## config.mk

```make
export PLATFORM = sky130hd
export DESIGN_NAME = flash_cmd_frontend
export DESIGN_NICKNAME = d
export VERILOG_FILES = /design/src/rtl/flash_fe_pkg.sv /design/src/rtl/flash_fe_sync.sv /design/src/rtl/flash_fe_shifter.sv /design/src/rtl/flash_fe_ctrl.sv /design/src/rtl/flash_cmd_frontend.sv
export SDC_FILE = /design/constraint.sdc
export NUM_CORES = 1
export LEC_CHECK = 0
export ABC_AREA = 1
export BUFFER_PORTS_ARGS = -buffer_cell sky130_fd_sc_hd__buf_2
export CAP_MARGIN = 30
export CORE_MARGIN = 5
export CORE_UTILIZATION = 45
export CTS_BUF_LIST = sky130_fd_sc_hd__clkbuf_2 sky130_fd_sc_hd__clkbuf_4 sky130_fd_sc_hd__clkbuf_8
export CTS_CLUSTER_DIAMETER = 60
export CTS_CLUSTER_SIZE = 16
export DETAILED_ROUTE_END_ITERATION = 6
export HOLD_SLACK_MARGIN = 0.1
export PLACE_DENSITY = 0.61
export SLEW_MARGIN = 20
export SYNTH_ARGS = -nofsm -noshare
export SYNTH_HDL_FRONTEND = slang
export SYNTH_SLANG_ARGS = --single-unit
```

## constraint.sdc

```tcl
create_clock -name clk -period 3.5 [get_ports clk]
set_input_delay 0.175 -clock clk [delete_from_list [all_inputs] [get_ports clk]]
set_output_delay 0.175 -clock clk [all_outputs]
set_load 0.01 [all_outputs]
```

## src/rtl/flash_fe_pkg.sv

```systemverilog
package flash_fe_pkg;

    localparam logic [7:0] OP_QPI_ON  = 8'h38;
    localparam logic [7:0] OP_QPI_OFF = 8'hFF;
    localparam logic [7:0] OP_RST_ARM = 8'h66;
    localparam logic [7:0] OP_RST_GO  = 8'h99;

    typedef enum logic [2:0] {
        ACT_NONE,
        ACT_DROP,
        ACT_FWD,
        ACT_QPI_ON,
        ACT_QPI_OFF,
        ACT_RST_ARM,
        ACT_RST_GO
    } fe_action_e;

    function automatic logic is_write_op(input logic [7:0] op);
        case (op)
            8'h01, 8'h02, 8'h11, 8'h20, 8'h31, 8'h32,
            8'h42, 8'h44, 8'h52, 8'h60, 8'hC7, 8'hD8: return 1'b1;
            default: return 1'b0;
        endcase
    endfunction

    function automatic logic is_ctrl_op(input logic [7:0] op);
        return (op == OP_QPI_ON) || (op == OP_QPI_OFF) ||
               (op == OP_RST_ARM) || (op == OP_RST_GO);
    endfunction

    // Decide what a finished frame does to the block state.
    function automatic fe_action_e decide(input logic [7:0] op,
                                          input logic      long_enough,
                                          input logic      aligned,
                                          input logic      qe,
                                          input logic      rst_armed);
        if (!long_enough)          return ACT_NONE;
        if (is_ctrl_op(op)) begin
            if (!aligned)          return ACT_DROP;
            case (op)
                OP_QPI_ON:  return qe ? ACT_QPI_ON : ACT_DROP;
                OP_QPI_OFF: return ACT_QPI_OFF;
                OP_RST_ARM: return ACT_RST_ARM;
                default:    return rst_armed ? ACT_RST_GO : ACT_DROP;
            endcase
        end
        if (is_write_op(op) && !aligned) return ACT_DROP;
        return ACT_FWD;
    endfunction

endpackage

```

## src/rtl/flash_fe_sync.sv

```systemverilog
module flash_fe_sync #(
    parameter int WIDTH = 1
) (
    input  logic             clk,
    input  logic             rst,
    input  logic [WIDTH-1:0] d,
    output logic [WIDTH-1:0] q
);
    logic [WIDTH-1:0] stage;

    always_ff @(posedge clk) begin
        if (rst) begin
            stage <= '0;
            q     <= '0;
        end else begin
            stage <= d;
            q     <= stage;
        end
    end
endmodule

```

## src/rtl/flash_fe_shifter.sv

```systemverilog
module flash_fe_shifter #(
    parameter int BITS_W   = 8,
    parameter int NUM_OPS  = 4
) (
    input  logic                     clk,
    input  logic                     rst,
    input  logic                     cs_n,
    input  logic                     sclk,
    input  logic [3:0]               io,
    input  logic                     qpi,
    input  logic                     hold_off,
    output logic                     frame_end,
    output logic [7:0]               fr_opcode,
    output logic [BITS_W-1:0]        fr_bits,
    output logic [NUM_OPS-1:0][7:0]  fr_ops
);
    localparam int IDX_W = BITS_W - 3;
    localparam logic [BITS_W-1:0] BITS_MAX = '1;

    logic              cs_q, sclk_q, armed, active;
    logic [7:0]        sh, sh_next;
    logic [BITS_W-1:0] step, cnt_next;
    logic [IDX_W-1:0]  idx;

    wire cs_fall   = !cs_n && cs_q;
    wire cs_rise   = cs_n && !cs_q;
    wire sclk_rise = sclk && !sclk_q;

    always_comb begin
        step     = qpi ? BITS_W'(4) : BITS_W'(1);
        sh_next  = qpi ? {sh[3:0], io} : {sh[6:0], io[0]};
        cnt_next = (fr_bits > BITS_MAX - step) ? fr_bits : fr_bits + step;
        idx      = cnt_next[BITS_W-1:3];
    end

    always_ff @(posedge clk) begin
        if (rst) begin
            cs_q      <= 1'b0;
            sclk_q    <= 1'b0;
            armed     <= 1'b0;
            active    <= 1'b0;
            frame_end <= 1'b0;
            sh        <= '0;
            fr_bits   <= '0;
            fr_opcode <= '0;
            fr_ops    <= '0;
        end else begin
            cs_q      <= cs_n;
            sclk_q    <= sclk;
            frame_end <= 1'b0;
            if (cs_n) armed <= 1'b1;
            if (cs_fall && armed && !hold_off) begin
                active    <= 1'b1;
                sh        <= '0;
                fr_bits   <= '0;
                fr_opcode <= '0;
                fr_ops    <= '0;
            end else if (active && cs_rise) begin
                active    <= 1'b0;
                frame_end <= 1'b1;
            end else if (active && !cs_n && sclk_rise) begin
                sh      <= sh_next;
                fr_bits <= cnt_next;
                if (cnt_next != fr_bits && cnt_next[2:0] == 3'd0) begin
                    if (idx == IDX_W'(1)) fr_opcode <= sh_next;
                    for (int k = 0; k < NUM_OPS; k++)
                        if (idx == IDX_W'(k + 2)) fr_ops[k] <= sh_next;
                end
            end
        end
    end
endmodule

```

## src/rtl/flash_fe_ctrl.sv

```systemverilog
module flash_fe_ctrl
    import flash_fe_pkg::*;
#(
    parameter int BITS_W       = 8,
    parameter int NUM_OPS      = 4,
    parameter int RESET_CYCLES = 64
) (
    input  logic                     clk,
    input  logic                     rst,
    input  logic                     frame_end,
    input  logic [7:0]               fr_opcode,
    input  logic [BITS_W-1:0]        fr_bits,
    input  logic [NUM_OPS-1:0][7:0]  fr_ops,
    input  logic                     quad_en,
    output logic                     qpi,
    output logic                     busy,
    output logic                     cmd_valid,
    output logic [7:0]               cmd_opcode,
    output logic [BITS_W-1:0]        cmd_bits,
    output logic [NUM_OPS-1:0][7:0]  cmd_ops
);
    localparam int CNT_W = $clog2(RESET_CYCLES + 1);

    logic [CNT_W-1:0] busy_cnt;
    logic             rst_armed;
    fe_action_e       act;

    assign busy = (busy_cnt != '0);
    assign act  = decide(fr_opcode, fr_bits >= BITS_W'(8),
                         fr_bits[2:0] == 3'd0, quad_en, rst_armed);

    always_ff @(posedge clk) begin
        if (rst) begin
            busy_cnt   <= '0;
            rst_armed  <= 1'b0;
            qpi        <= 1'b0;
            cmd_valid  <= 1'b0;
            cmd_opcode <= '0;
            cmd_bits   <= '0;
            cmd_ops    <= '0;
        end else begin
            cmd_valid <= 1'b0;
            if (busy) busy_cnt <= busy_cnt - 1'b1;
            if (frame_end && !busy && act != ACT_NONE) begin
                rst_armed <= (act == ACT_RST_ARM);
                case (act)
                    ACT_FWD: begin
                        cmd_valid  <= 1'b1;
                        cmd_opcode <= fr_opcode;
                        cmd_bits   <= fr_bits;
                        cmd_ops    <= fr_ops;
                    end
                    ACT_QPI_ON:  qpi <= 1'b1;
                    ACT_QPI_OFF: qpi <= 1'b0;
                    ACT_RST_GO: begin
                        qpi      <= 1'b0;
                        busy_cnt <= CNT_W'(RESET_CYCLES);
                    end
                    default: ;
                endcase
            end
        end
    end
endmodule

```

## src/rtl/flash_cmd_frontend.sv

```systemverilog
module flash_cmd_frontend #(
    parameter int BITS_W       = 8,
    parameter int NUM_OPS      = 4,
    parameter int RESET_CYCLES = 64
) (
    input  logic                   clk,
    input  logic                   rst,
    input  logic                   bus_cs_n,
    input  logic                   bus_sclk,
    input  logic [3:0]             bus_io,
    input  logic                   quad_en,
    output logic                   qpi_mode,
    output logic                   reset_busy,
    output logic                   cmd_valid,
    output logic [7:0]             cmd_opcode,
    output logic [BITS_W-1:0]      cmd_bits,
    output logic [8*NUM_OPS-1:0]   cmd_operands
);
    logic                    cs_s, sclk_s;
    logic [3:0]              io_s;
    logic                    frame_end;
    logic [7:0]              fr_opcode;
    logic [BITS_W-1:0]       fr_bits;
    logic [NUM_OPS-1:0][7:0] fr_ops, ops_q;

    flash_fe_sync #(.WIDTH(6)) u_sync (
        .clk (clk),
        .rst (rst),
        .d   ({bus_cs_n, bus_sclk, bus_io}),
        .q   ({cs_s, sclk_s, io_s})
    );

    flash_fe_shifter #(.BITS_W(BITS_W), .NUM_OPS(NUM_OPS)) u_shift (
        .clk       (clk),
        .rst       (rst),
        .cs_n      (cs_s),
        .sclk      (sclk_s),
        .io        (io_s),
        .qpi       (qpi_mode),
        .hold_off  (reset_busy),
        .frame_end (frame_end),
        .fr_opcode (fr_opcode),
        .fr_bits   (fr_bits),
        .fr_ops    (fr_ops)
    );

    flash_fe_ctrl #(.BITS_W(BITS_W), .NUM_OPS(NUM_OPS),
                    .RESET_CYCLES(RESET_CYCLES)) u_ctrl (
        .clk        (clk),
        .rst        (rst),
        .frame_end  (frame_end),
        .fr_opcode  (fr_opcode),
        .fr_bits    (fr_bits),
        .fr_ops     (fr_ops),
        .quad_en    (quad_en),
        .qpi        (qpi_mode),
        .busy       (reset_busy),
        .cmd_valid  (cmd_valid),
        .cmd_opcode (cmd_opcode),
        .cmd_bits   (cmd_bits),
        .cmd_ops    (ops_q)
    );

    assign cmd_operands = ops_q;
endmodule

```

==> metrics.csv <==
stage,metric,value,unit
sta,maxSlewHeadroom,39.07,%
detailed_routing,vias,5212,
synthesis,syn_area_per_cell,6.488,µm²
sta,hold_viol,0,
clock_network,insertion_delay,450,ps
clock_network,cts_root_buffer,clkbuf_8,
critical_path,cp_max_fo,16,
synthesis,synth_seq_cells,130,
sta,finalSetupViolations,0,
critical_path,end_kind,flop,
critical_path,arrival,3090,ps
cells_and_area,num-fill-cells,1373,
detailed_routing,ant_nets,0,
floorplan,io_pins,60,
cells_and_area,layout_commonest_cell,nand2_1,
cells_and_area,final_cell_mix,"271 x nand2_1, 236 x nor2_1, 139 x inv_1",
sta,worst_pin_slew,913.0,ps
flow_run,drv_cap,0,
synthesis,synthCells,935,
critical_path,path_common_cell,nand2_1,
clock_network,path_clk_slew,70,ps
detailed_routing,first_iter_violations,321,
critical_path,critical-path-top-delay-family,simple AND/OR/NAND/NOR gates,
clock_network,clkSinkCount,130,
synthesis,yosys_warnings,0,
clock_network,max-clock-path-buffers,2,
critical_path,startpoint_type,flop,
critical_path,path_cells,clkinv_1 > ha_1 > ha_1 > nand2_1 > nand2_1 > nand2_1 > xor2_1 > nand2_1 > inv_2 > nand2_1 > nor2_2 > nand4_4 > o21ai_0 > nor2_1,
floorplan,fp.coreArea,0.01324,mm²
sta,rsz0062_at_grt,no,
synthesis,synth_top_area_cell,dfxtp_1,
worst_hold_path,hp-class,primary input to flop,
cells_and_area,final_cells,1188,
detailed_routing,avgRoutedWirePerCell,10.93,µm
status,status,"finished, final reports clean",
floorplan,die-area,0.01590,mm²
synthesis,synth_top_area_share,42.90,%
sta,finalCritPeriodShare,78.85,%
cells_and_area,syn2layout_area_growth,14.95,%
critical_path,path_class,flop to flop,
critical_path,max_stage_delay,520,ps
critical_path,r2r_slack,740,ps
global_route,grt_pass1_wl,21.94,mm
critical_path,cp_num_buf_inv,2,
synthesis,synth.area.top_cells,"dfxtp_1 43%, nand2_1 17%, nor2_1 15%, inv_1 8.6%, a21oi_1 1.5%",
floorplan,fp.dieW,126.1,µm
global_route,grt_use_total,16.94,%
sta,clock-skew-final,10.98,ps
clock_network,cts_buffers,17,
global_route,overflow,0,
clock_network,htree_levels,4,
cells_and_area,diodes,0,
synthesis,synth_nets,949,
global_route,grt_pass1_vias,4639,
floorplan,die_h,126.1,µm
cells_and_area,drive_gt1_share,13.54,%
clock_network,post_cts_resize_count,0,
sta,slew_viol_final,0,
power,peakVddDrop,284.3,µV
synthesis,yosysUniqueCellTypes,35,
detailed_routing,drcViolationCount,0,
global_route,antenna_found_initial,0,
global_route,grt_max_degree,56,
critical_path,crit_slowest_cell,dfxtp_1,
clock_network,cts_tree,yes,
clock_network,cts_hold_buf,13,
cells_and_area,nNetsFinal,1013,
detailed_routing,avgViaCountPerCell,4.387,
sta,whs,339.4,ps
power,powerDensity,433.6,mW/mm²
critical_path,required,3830,ps
cells_and_area,multi_input_area,0.002716,mm²
clock_network,post_cts_buffers,0,
sta,min_period,2760,ps
detailed_routing,firstDrtPassIters,4,
power,p_leak,4.044,nW
place,dp_hpwl,8.614,mm
detailed_routing,wl,12.98,mm
sta,max_freq,362.3,MHz
place,dp.cells,1143,
sta,finalSetupTns,0,ps
floorplan,initial_core_util,45.80,%
synthesis,synth_area,0.006066,mm²
place,place.gp.congestion,0.9137,
floorplan,core.rowCount,42,
synthesis,seq_area_frac_synth,42.90,%
place,portBuffers,59,
cells_and_area,regArea,0.002603,mm²
cells in the mapped netlist (all sizes together):
| library cell | number |
|---|---|
| xor2 | 6 |
| a22oi | 1 |
| o21ai | 25 |
| nand4 | 6 |
| nand3 | 17 |
| clkbuf | 13 |
| nor4 | 1 |
| or2 | 1 |
| o211ai | 1 |
| clkinv | 3 |
| buf | 19 |
| nor3 | 7 |
| xnor2 | 3 |
| nor2 | 247 |
| inv | 149 |
| nand2 | 281 |
| o221ai | 1 |
| ha | 5 |
| dfxtp | 130 |
| a21oi | 18 |
| and3 | 1 |
worst register-to-register path: stages (launching register included):
cell and delay [ps]:
dfxtp_1 520, clkinv_1 290, ha_1 310, ha_1 210, nand2_1 70, nand2_1 70
nand2_1 80, xor2_1 140, nand2_1 100, inv_2 80, nand2_1 60, nor2_2 190
nand4_4 250, o21ai_0 220, nor2_1 50
layer usage:
layer	track usage [%]	vias up	part of all wire, %
met3	4.488	19	4.6
li1	-	2864	-
met5	0	-	0
met1	22.40	2236	50
met2	26.42	93	44
met4	6.688	0	2.1
sequential cells by signal (all words and copies together), names as in the netlist, 6 cells and up:
name and flops:
u_shift.fr_ops 32, u_sync.stage 6, u_shift.fr_bits 8, u_ctrl.busy_cnt 7
u_ctrl.cmd_opcode 8, u_shift.sh 7, u_ctrl.cmd_bits 8, u_shift.fr_opcode 8
u_ctrl.cmd_ops 32, u_sync.q 6
power breakdown:
group / internal (W) / leakage, nW / switching (W)
Clock: 0.000659 / 0.196 / 0.000582
Sequential: 0.00152 / 1.05 / 0.0000263
Combinational: 0.0000970 / 2.80 / 0.000140
kinds of logic (layout without fill, tap and decap cells):
family                   count (synthesis)  count (layout)  share of synthesized area, %
AND/OR/NAND/NOR                        561             561                         38.26
buffers and inverters                  184             261                         12.44
flip-flops                             130             130                         42.90
AO/OA/AOI/OAI                           46              46                         4.064
XOR/XNOR                                 9               9                         1.300
adder cells (fa/ha/maj)                  5               5                         1.031
cell type report:
class	instances	area share [%]
sequential	130	37.32
inverter	152	8.182
tap	176	3.158
timing repair buffer	77	6.819
clock inverter	8	1.095
multi-input combinational	621	38.96
clock buffer	24	4.468
final timing paths:
check	start	endpoint	cells past startpoint
max	u_ctrl.qpi	u_shift.fr_ops[24]	14
min	quad_en	u_ctrl.rst_armed	8
max reg2reg	u_ctrl.qpi	u_shift.fr_ops[24]	14
min reg2reg	u_sync.stage[5]	u_sync.q[5]	2
through the flow:
stage | util (%) | power (W) | instance area (µm²) | setup WS [ps]
2_1_floorplan | - | 0.001755 | 6066 | 862.0
3_3_place_gp | 48.74 | 0.001809 | 6455 | 808.4
3_5_place_dp | 48.74 | 0.001807 | 6455 | 738.8
4_1_cts | 52.65 | 0.003067 | 6973 | 728.2
5_1_grt | 52.65 | 0.003167 | 6973 | 370.1
6_report | 52.65 | 0.003023 | 6973 | 740.2
No activity file was read; power rests on OpenSTA's default activity.
